<file path="src/rtl/spim_pkg.sv">
// Shared types and constants for the serial memory-access master.
// Assumes a 22-bit byte address space carried in a 24-bit header.
package spim_pkg;

    localparam int ADDR_W = 22;
    localparam int HDR_BYTES = 3;
    localparam logic [7:0] WRITE_FLAG = 8'h80;

    typedef enum logic [1:0] {
        FR_READ  = 2'd0,
        FR_WRITE = 2'd1,
        FR_CMD   = 2'd2
    } frame_e;

    typedef enum logic [2:0] {
        ST_IDLE,
        ST_LOAD,
        ST_LOW,
        ST_HIGH,
        ST_TAIL,
        ST_GAP
    } seq_state_e;

    // Maps the request kind code onto a frame type.
    function automatic frame_e decode_kind(input logic [1:0] code);
        if (code[1])
            return FR_CMD;
        else if (code[0])
            return FR_WRITE;
        else
            return FR_READ;
    endfunction

endpackage

</file>
<file path="src/rtl/spim_divider.sv">
// Half-period timer for the serial clock.
// Emits a one-cycle tick every div+1 clocks while run is high.
// Assumes div is held constant while run is high.
module spim_divider #(
    parameter int DIV_W = 8
) (
    input  logic             clk,
    input  logic             rst_n,
    input  logic             run,
    input  logic [DIV_W-1:0] div,
    output logic             tick
);

    logic [DIV_W-1:0] cnt;

    assign tick = run && (cnt == div);

    // Count system clocks within the current half period.
    always_ff @(posedge clk) begin
        if (!rst_n)
            cnt <= '0;
        else if (!run || tick)
            cnt <= '0;
        else
            cnt <= cnt + 1'b1;
    end

    // the half-period counter never passes the divisor.
    a_r8_count_in_range: assert property (@(posedge clk) disable iff (!rst_n)
        run |-> (cnt <= div));

endmodule

</file>
<file path="src/rtl/spim_byte_mux.sv">
// Frame layout logic: selects the byte to transmit at a given position and
// flags the current position as last byte or as captured read data.
// Assumes the frame fields are held constant during a transaction.
module spim_byte_mux
    import spim_pkg::*;
#(
    parameter int DATA_BYTES = 4,
    parameter int IDX_W      = 4,
    parameter int LEN_W      = 2
) (
    input  frame_e                    kind,
    input  logic [ADDR_W-1:0]         addr,
    input  logic [LEN_W-1:0]          len,
    input  logic [8*DATA_BYTES-1:0]   wdata,
    input  logic [IDX_W-1:0]          cur_idx,
    input  logic [IDX_W-1:0]          tx_idx,
    output logic [7:0]                tx_byte,
    output logic                      last,
    output logic                      rx_data,
    output logic [IDX_W-1:0]          rx_slot
);

    logic [IDX_W-1:0] body_start;
    logic [IDX_W-1:0] count;
    logic [IDX_W-1:0] tx_slot;

    // Frame length and data-phase start for the current kind.
    always_comb begin
        body_start = (kind == FR_READ) ? IDX_W'(HDR_BYTES + 1) : IDX_W'(HDR_BYTES);
        if (kind == FR_CMD)
            count = IDX_W'(HDR_BYTES);
        else
            count = body_start + IDX_W'(len) + IDX_W'(1);
        rx_slot = cur_idx - body_start;
        tx_slot = tx_idx - body_start;
        last    = (cur_idx == count - IDX_W'(1));
        rx_data = (kind == FR_READ) && (cur_idx >= body_start);
    end

    // Byte to send at position tx_idx.
    always_comb begin
        tx_byte = 8'h00;
        if (kind == FR_CMD) begin
            if (tx_idx == '0)
                tx_byte = wdata[7:0];
        end else if (tx_idx == IDX_W'(0)) begin
            tx_byte = {2'b00, addr[21:16]};
            if (kind == FR_WRITE)
                tx_byte = tx_byte | WRITE_FLAG;
        end else if (tx_idx == IDX_W'(1)) begin
            tx_byte = addr[15:8];
        end else if (tx_idx == IDX_W'(2)) begin
            tx_byte = addr[7:0];
        end else if (kind == FR_WRITE) begin
            for (int k = 0; k < DATA_BYTES; k++) begin
                if (tx_slot == IDX_W'(k))
                    tx_byte = wdata[8*k +: 8];
            end
        end
    end

endmodule

</file>
<file path="src/rtl/spim_shifter.sv">
// Bit shifter for one serial byte in each direction, most significant bit
// first. Assumes load and shift are never requested together.
module spim_shifter (
    input  logic       clk,
    input  logic       rst_n,
    input  logic       load,
    input  logic [7:0] load_byte,
    input  logic       shift,
    input  logic       sample,
    input  logic       miso,
    output logic       mosi,
    output logic [7:0] rx_byte
);

    logic [7:0] tx_q;
    logic [7:0] rx_q;

    // Hold the outgoing byte and move to the next bit on a falling edge.
    always_ff @(posedge clk) begin
        if (!rst_n)
            tx_q <= '0;
        else if (load)
            tx_q <= load_byte;
        else if (shift)
            tx_q <= {tx_q[6:0], 1'b0};
    end

    // Collect incoming bits on rising edges.
    always_ff @(posedge clk) begin
        if (!rst_n)
            rx_q <= '0;
        else if (sample)
            rx_q <= {rx_q[6:0], miso};
    end

    assign mosi    = tx_q[7];
    assign rx_byte = rx_q;

    // a byte is never reloaded and shifted in the same cycle.
    a_r1_load_or_shift: assert property (@(posedge clk) disable iff (!rst_n)
        !(load && shift));

endmodule

</file>
<file path="src/rtl/spi_mem_master.sv">
// Serial memory-access master, clock mode 0. Frames reads, writes and
// host commands, paces the serial clock from a divisor and gathers
// little-endian read data. Assumes request fields are valid in the
// accepting cycle only; they are captured there.
module spi_mem_master
    import spim_pkg::*;
#(
    parameter int DATA_BYTES = 4,
    parameter int DIV_W      = 8,
    parameter int MIN_GAP    = 2,
    localparam int DATA_W    = 8 * DATA_BYTES,
    localparam int LEN_W     = (DATA_BYTES > 1) ? $clog2(DATA_BYTES) : 1
) (
    input  logic              clk,
    input  logic              rst_n,
    input  logic              req_valid,
    input  logic [1:0]        req_kind,
    input  logic [ADDR_W-1:0] req_addr,
    input  logic [LEN_W-1:0]  req_len,
    input  logic [DATA_W-1:0] req_wdata,
    input  logic [DIV_W-1:0]  clk_div,
    output logic              busy,
    output logic              done,
    output logic [DATA_W-1:0] rdata,
    output logic              spi_sclk,
    output logic              spi_cs_n,
    output logic              spi_mosi,
    input  logic              spi_miso
);

    localparam int IDX_W = $clog2(DATA_BYTES + HDR_BYTES + 2);
    localparam int GAP_W = (MIN_GAP > 1) ? $clog2(MIN_GAP) : 1;

    seq_state_e        state;
    frame_e            kind_q;
    logic [ADDR_W-1:0] addr_q;
    logic [LEN_W-1:0]  len_q;
    logic [DATA_W-1:0] wdata_q;
    logic [DIV_W-1:0]  div_q;
    logic [DATA_W-1:0] rdata_q;
    logic [IDX_W-1:0]  byte_idx;
    logic [IDX_W-1:0]  tx_idx;
    logic [2:0]        bit_idx;
    logic [GAP_W-1:0]  gap_cnt;
    logic              sclk_q;
    logic              cs_n_q;
    logic              done_q;

    logic              accept;
    logic              run;
    logic              tick;
    logic              byte_end;
    logic              fall;
    logic              last;
    logic              rx_data;
    logic [IDX_W-1:0]  rx_slot;
    logic [7:0]        tx_byte;
    logic [7:0]        rx_byte;
    logic              sh_load;
    logic              sh_shift;
    logic              sh_sample;

    // Derived strobes for this cycle.
    always_comb begin
        accept    = (state == ST_IDLE) && req_valid;
        run       = (state == ST_LOW) || (state == ST_HIGH) || (state == ST_TAIL);
        byte_end  = (bit_idx == 3'd7);
        fall      = (state == ST_HIGH) && tick;
        tx_idx    = (state == ST_LOAD) ? '0 : byte_idx + IDX_W'(1);
        sh_load   = (state == ST_LOAD) || (fall && byte_end && !last);
        sh_shift  = fall && !byte_end;
        sh_sample = (state == ST_LOW) && tick;
    end

    spim_divider #(
        .DIV_W (DIV_W)
    ) u_div (
        .clk   (clk),
        .rst_n (rst_n),
        .run   (run),
        .div   (div_q),
        .tick  (tick)
    );

    spim_byte_mux #(
        .DATA_BYTES (DATA_BYTES),
        .IDX_W      (IDX_W),
        .LEN_W      (LEN_W)
    ) u_mux (
        .kind    (kind_q),
        .addr    (addr_q),
        .len     (len_q),
        .wdata   (wdata_q),
        .cur_idx (byte_idx),
        .tx_idx  (tx_idx),
        .tx_byte (tx_byte),
        .last    (last),
        .rx_data (rx_data),
        .rx_slot (rx_slot)
    );

    spim_shifter u_shift (
        .clk       (clk),
        .rst_n     (rst_n),
        .load      (sh_load),
        .load_byte (tx_byte),
        .shift     (sh_shift),
        .sample    (sh_sample),
        .miso      (spi_miso),
        .mosi      (spi_mosi),
        .rx_byte   (rx_byte)
    );

    // Sequence the frame: select, clock phases, release and idle gap.
    always_ff @(posedge clk) begin
        if (!rst_n) begin
            state    <= ST_IDLE;
            sclk_q   <= 1'b0;
            cs_n_q   <= 1'b1;
            bit_idx  <= '0;
            byte_idx <= '0;
            gap_cnt  <= '0;
            done_q   <= 1'b0;
        end else begin
            done_q <= 1'b0;
            unique case (state)
                ST_IDLE: begin
                    if (req_valid) begin
                        bit_idx  <= '0;
                        byte_idx <= '0;
                        state    <= ST_LOAD;
                    end
                end
                ST_LOAD: begin
                    cs_n_q <= 1'b0;
                    state  <= ST_LOW;
                end
                ST_LOW: begin
                    if (tick) begin
                        sclk_q <= 1'b1;
                        state  <= ST_HIGH;
                    end
                end
                ST_HIGH: begin
                    if (tick) begin
                        sclk_q  <= 1'b0;
                        bit_idx <= bit_idx + 3'd1;
                        if (byte_end && last) begin
                            state <= ST_TAIL;
                        end else begin
                            if (byte_end)
                                byte_idx <= byte_idx + IDX_W'(1);
                            state <= ST_LOW;
                        end
                    end
                end
                ST_TAIL: begin
                    if (tick) begin
                        cs_n_q  <= 1'b1;
                        gap_cnt <= '0;
                        state   <= ST_GAP;
                    end
                end
                ST_GAP: begin
                    if (gap_cnt == GAP_W'(MIN_GAP - 1)) begin
                        done_q <= 1'b1;
                        state  <= ST_IDLE;
                    end else begin
                        gap_cnt <= gap_cnt + 1'b1;
                    end
                end
                default: state <= ST_IDLE;
            endcase
        end
    end

    // Capture request fields at accept; they stay fixed until the next one.
    always_ff @(posedge clk) begin
        if (!rst_n) begin
            kind_q  <= FR_READ;
            addr_q  <= '0;
            len_q   <= '0;
            wdata_q <= '0;
            div_q   <= '0;
        end else if (accept) begin
            kind_q  <= decode_kind(req_kind);
            addr_q  <= req_addr;
            len_q   <= req_len;
            wdata_q <= req_wdata;
            div_q   <= clk_div;
        end
    end

    // Place each completed read data byte into its little-endian lane.
    always_ff @(posedge clk) begin
        if (!rst_n) begin
            rdata_q <= '0;
        end else if (accept) begin
            rdata_q <= '0;
        end else if (fall && byte_end && rx_data) begin
            for (int k = 0; k < DATA_BYTES; k++) begin
                if (rx_slot == IDX_W'(k))
                    rdata_q[8*k +: 8] <= rx_byte;
            end
        end
    end

    assign busy     = (state != ST_IDLE);
    assign done     = done_q;
    assign rdata    = rdata_q;
    assign spi_sclk = sclk_q;
    assign spi_cs_n = cs_n_q;

    // the serial clock rests low while the device is deselected.
    a_r1_sclk_low_deselected: assert property (@(posedge clk) disable iff (!rst_n)
        spi_cs_n |-> !spi_sclk);

    // select is held low in every clocking phase.
    a_r7_cs_low_in_frame: assert property (@(posedge clk) disable iff (!rst_n)
        (state == ST_LOW || state == ST_HIGH || state == ST_TAIL) |-> !spi_cs_n);

    // the serial clock only moves after a half-period tick.
    a_r8_sclk_on_tick: assert property (@(posedge clk) disable iff (!rst_n)
        !$stable(spi_sclk) |-> $past(tick));

    // select was high for at least two clocks before it falls.
    a_r9_cs_gap: assert property (@(posedge clk) disable iff (!rst_n)
        $fell(spi_cs_n) |-> ($past(spi_cs_n) && $past(spi_cs_n, 2)));

    // done lasts one cycle.
    a_r10_done_single: assert property (@(posedge clk) disable iff (!rst_n)
        done |=> !done);

    // busy only drops together with done.
    a_r10_busy_ends_with_done: assert property (@(posedge clk) disable iff (!rst_n)
        $fell(busy) |-> done);

    // captured request fields do not change while busy.
    a_r11_fields_held: assert property (@(posedge clk) disable iff (!rst_n)
        busy |=> ($stable(addr_q) && $stable(wdata_q) && $stable(len_q) && $stable(div_q)));

endmodule

</file>
<file path="config.mk">
export PLATFORM = sky130hd
export DESIGN_NAME = spi_mem_master
export DESIGN_NICKNAME = d
export VERILOG_FILES = /design/src/rtl/spim_pkg.sv /design/src/rtl/spim_divider.sv /design/src/rtl/spim_byte_mux.sv /design/src/rtl/spim_shifter.sv /design/src/rtl/spi_mem_master.sv
export SDC_FILE = /design/constraint.sdc
export NUM_CORES = 1
export LEC_CHECK = 0
export ABC_AREA = 0
export CAP_MARGIN = 30
export CORE_MARGIN = 2
export CORE_UTILIZATION = 40
export DETAILED_ROUTE_END_ITERATION = 10
export HOLD_SLACK_MARGIN = 0.08
export PLACE_DENSITY = 0.73
export SYNTH_ARGS = -nofsm -noshare
export SYNTH_HDL_FRONTEND = slang
export SYNTH_HIERARCHICAL = 1
export SYNTH_SLANG_ARGS = --single-unit
export TNS_END_PERCENT = 10
</file>
<file path="constraint.sdc">
create_clock -name clk -period 4.23 [get_ports clk]
set_input_delay 0.6345 -clock clk [delete_from_list [all_inputs] [get_ports clk]]
set_output_delay 0.6345 -clock clk [all_outputs]
set_load 0.005 [all_outputs]
</file>
==> metrics.cfg, run 1 <==
[global_route]
antenna_found_initial=0
grt_pass1_wl_um=25600
grt_util_all_layers_pct=17.7
grt_pass1_vias=5235
grt_max_degree=59
overflow=0

[die]
fp.dieW_um=134
die_y_um=134
rows=47
io_pins=107
coreArea_um2=16600
start_util_pct=41.0
die_area_um2=18100

[sta]
finalCriticalPeriod_ps=3700
slew_headroom_pct=36.0
finalSetupViolCount=0
finalMaxSlewViolations=0
hold_violations=0
min_period_over_period_pct=87.4
finClkSkew_ps=8.52
final.setup.tns_ps=0
worstMarginPinSlew_ps=956
clock.fmax_ghz=0.271
grt_setup_unrepaired=no

[setup_path]
worst_ep_required_time_ps=4550
max_stage_delay_ps=460
cp_slowest_cell=nor3_1
critical_path_class=reg -> reg
path_delay_family=compound AO/OA/AOI/OAI gates
reg2reg_from=state[0]$_SDFFE_PN0P_
cp_num_buf_inv=5
cp_common_cell=inv_1
path_cells=buf_4, inv_1, nor3_1, nor2_1, buf_4, inv_1, ha_1, inv_1, ha_1, or2_2, o221ai_1, o311ai_4, a211oi_1, o31ai_1, nand2b_1, o211a_1
critPathArrivalTime_ps=4010
cp-start-kind=flop
worst_setup_path_end_kind=flop
critical_path.max_fanout=16
cp-startpoint=state[0]$_SDFFE_PN0P_

[placed_design]
hpwl_um=11300
io_buffers=106
dp.cells=1052
place_area_um2=7980
place.gp.congestion=0.928

[power_and_ir_drop]
p_sw_uw=1510
powerDensity_nw_per_um2=520
switching_share_pct=33.8
pwr-share-seq_pct=35.7
p_clk_share_pct=32.6
power_leakage_uw=0.00346
p_int_uw=2950
combPwrFrac_pct=31.7
ir_drop_uv=322

[cts]
cts_root_buf=clkbuf_16
cts_buffers=17
holdBufCountCts=0
clock_path_buffers=2
cts_setup_buffers=0
cts_tree=built
clk_pin_slew_ps=60
clock_sinks=136
clock_latency_ps=420
h-tree-depth=4
cts_resized=0

[yosys]
postSynthCellCount=763
ys_ff_latch=136
ys_async_sr_fraction_pct=0
syn_nets=847
synth_area_um2=6800
synthFlopType=dfxtp_1
seq_area_frac_synth_pct=40.0
synth_edf_count=0
syn_area_per_cell_um2=8.91
ys_types=73
yosysWarnings=6

[cells_and_area]
layout_common_cells=156 x nand2_1, 136 x dfxtp_1, 105 x clkdlybuf4s50_1
drive_gt1_share_pct=9.03
seq_area_um2=2720
fillers=1581
final_common_cell=nand2_1
antenna_cells=0
num-nets-final=935
post-route-cell-area_um2=8570
fin_cells=1084
area_growth_pct=26.0
multi_input_area_um2=3780

[drt]
drc=0
via_per_inst=5.14
drt-initial-drc-count=367
detail_route.wl_per_cell_um=14.5
wirelength_um=15700
vias=5572
ant_nets=0
dr.pass1.iters=7

[min_path]
hp-start=wdata_q[21]$_SDFFE_PN0P_
hold_class=reg -> reg

[run]
maxCapViolCount=0

[outcome]
outcome=finished, final reports clean

## flip-flops by register name (all words and copies together) (netlist names), 3 cells and up
| signal | cells |
|---|---|
| u_shift/tx_q | 8 |
| addr_q | 22 |
| u_shift/rx_byte | 8 |
| u_div/cnt | 8 |
| wdata_q | 32 |
| bit_idx | 3 |
| byte_idx | 4 |
| rdata | 32 |
| div_q | 8 |
| state | 3 |
## power groups by stage
stage	combinational, uW	sequential (uW)	clock, uW
final	1410	1590	1450
after global routing	1570	1610	1540
after CTS	1420	1590	1480
after detailed placement	1410	1620	0
after global placement	1400	1610	0
after floorplan	1110	1550	0
## stage by stage
stage / util (%) / hold WS [ps] / power (uW) / setup WS (ps)
floorplan: - / 430 / 2670 / 565
global placement: 48.1 / 445 / 3010 / 693
detailed placement: 48.1 / 447 / 3030 / 575
CTS: 51.7 / 455 / 4490 / 565
global route: 51.7 / 480 / 4720 / 169
finish: 51.7 / 454 / 4460 / 535
## cell type report
| cell class | instances | area share, % |
|---|---|---|
| Multi-Input combinational cell | 565 | 44.1 |
| Tap cell | 220 | 3.21 |
| Clock inverter | 14 | 1.72 |
| Timing Repair Buffer | 118 | 13.5 |
| Sequential cell | 136 | 31.8 |
| Inverter | 13 | 0.569 |
| Clock buffer | 18 | 5.12 |
## cells in the mapped netlist (all sizes together), types with 9 or more instances
cell type	number	area share, %
a22oi	9	0.99
ha	13	2.4
inv	13	0.72
nor2	50	2.8
buf	27	2.5
nand3	10	0.81
clkbuf	22	1.2
xnor2	10	1.3
mux2	13	2.5
a21boi	67	7.4
a21oi	19	1.4
nor2b	26	2.4
xor2	13	1.7
mux2i	48	7.1
nand2	157	8.7
dfxtp	136	40
a211oi	12	1.3
nand2b	15	1.4
o21ai	18	1.3
## metal layers
metal  vias up  part of all wire (%)  GRT usage (%)  routed length, um
li1       2822                     -              -                  -
met1      2568                    49           23.3               7630
met2       152                    44           27.7               6910
met3        30                   4.5           4.65                713
met4         0                   2.8           6.90                439
met5         -                     0              0                  0
## kinds of logic (layout without fill, tap and decap cells)
logic type / count (synthesis) / after routing / share of synthesized area (%)
and+or+nand+nor: 297 / 297 / 21.4
AOI/OAI and AO/OA: 167 / 167 / 18.0
DFF: 136 / 136 / 40.0
muxes: 63 / 63 / 10.3
buffers and inverters: 62 / 163 / 4.49
xor gates and xnor gates: 23 / 23 / 2.96
adders and majority gates: 15 / 15 / 2.83
## worst min-delay path, stage by stage (launching register included)
cell and delay [ps]:
dfxtp_1 310, nand2_1 50, a21boi_1 50
## final timing paths
path	to	slack, ps	cells past startpoint
setup reg to reg	u_shift/tx_q[4]$_SDFFE_PN0P_	530	16
hold / removal	wdata_q[21]$_SDFFE_PN0P_	450	2
setup / recovery	u_shift/tx_q[4]$_SDFFE_PN0P_	530	16
hold reg to reg	wdata_q[21]$_SDFFE_PN0P_	450	2
Note: power is estimated with default switching activity, not from simulation.
==> run 2, diff against run 1 <==
Settings changed: SKIP_CTS_REPAIR_TIMING set to 1.
==> results of run 2 <==
The final DEF is identical to that of run 1; final timing and power are the same.
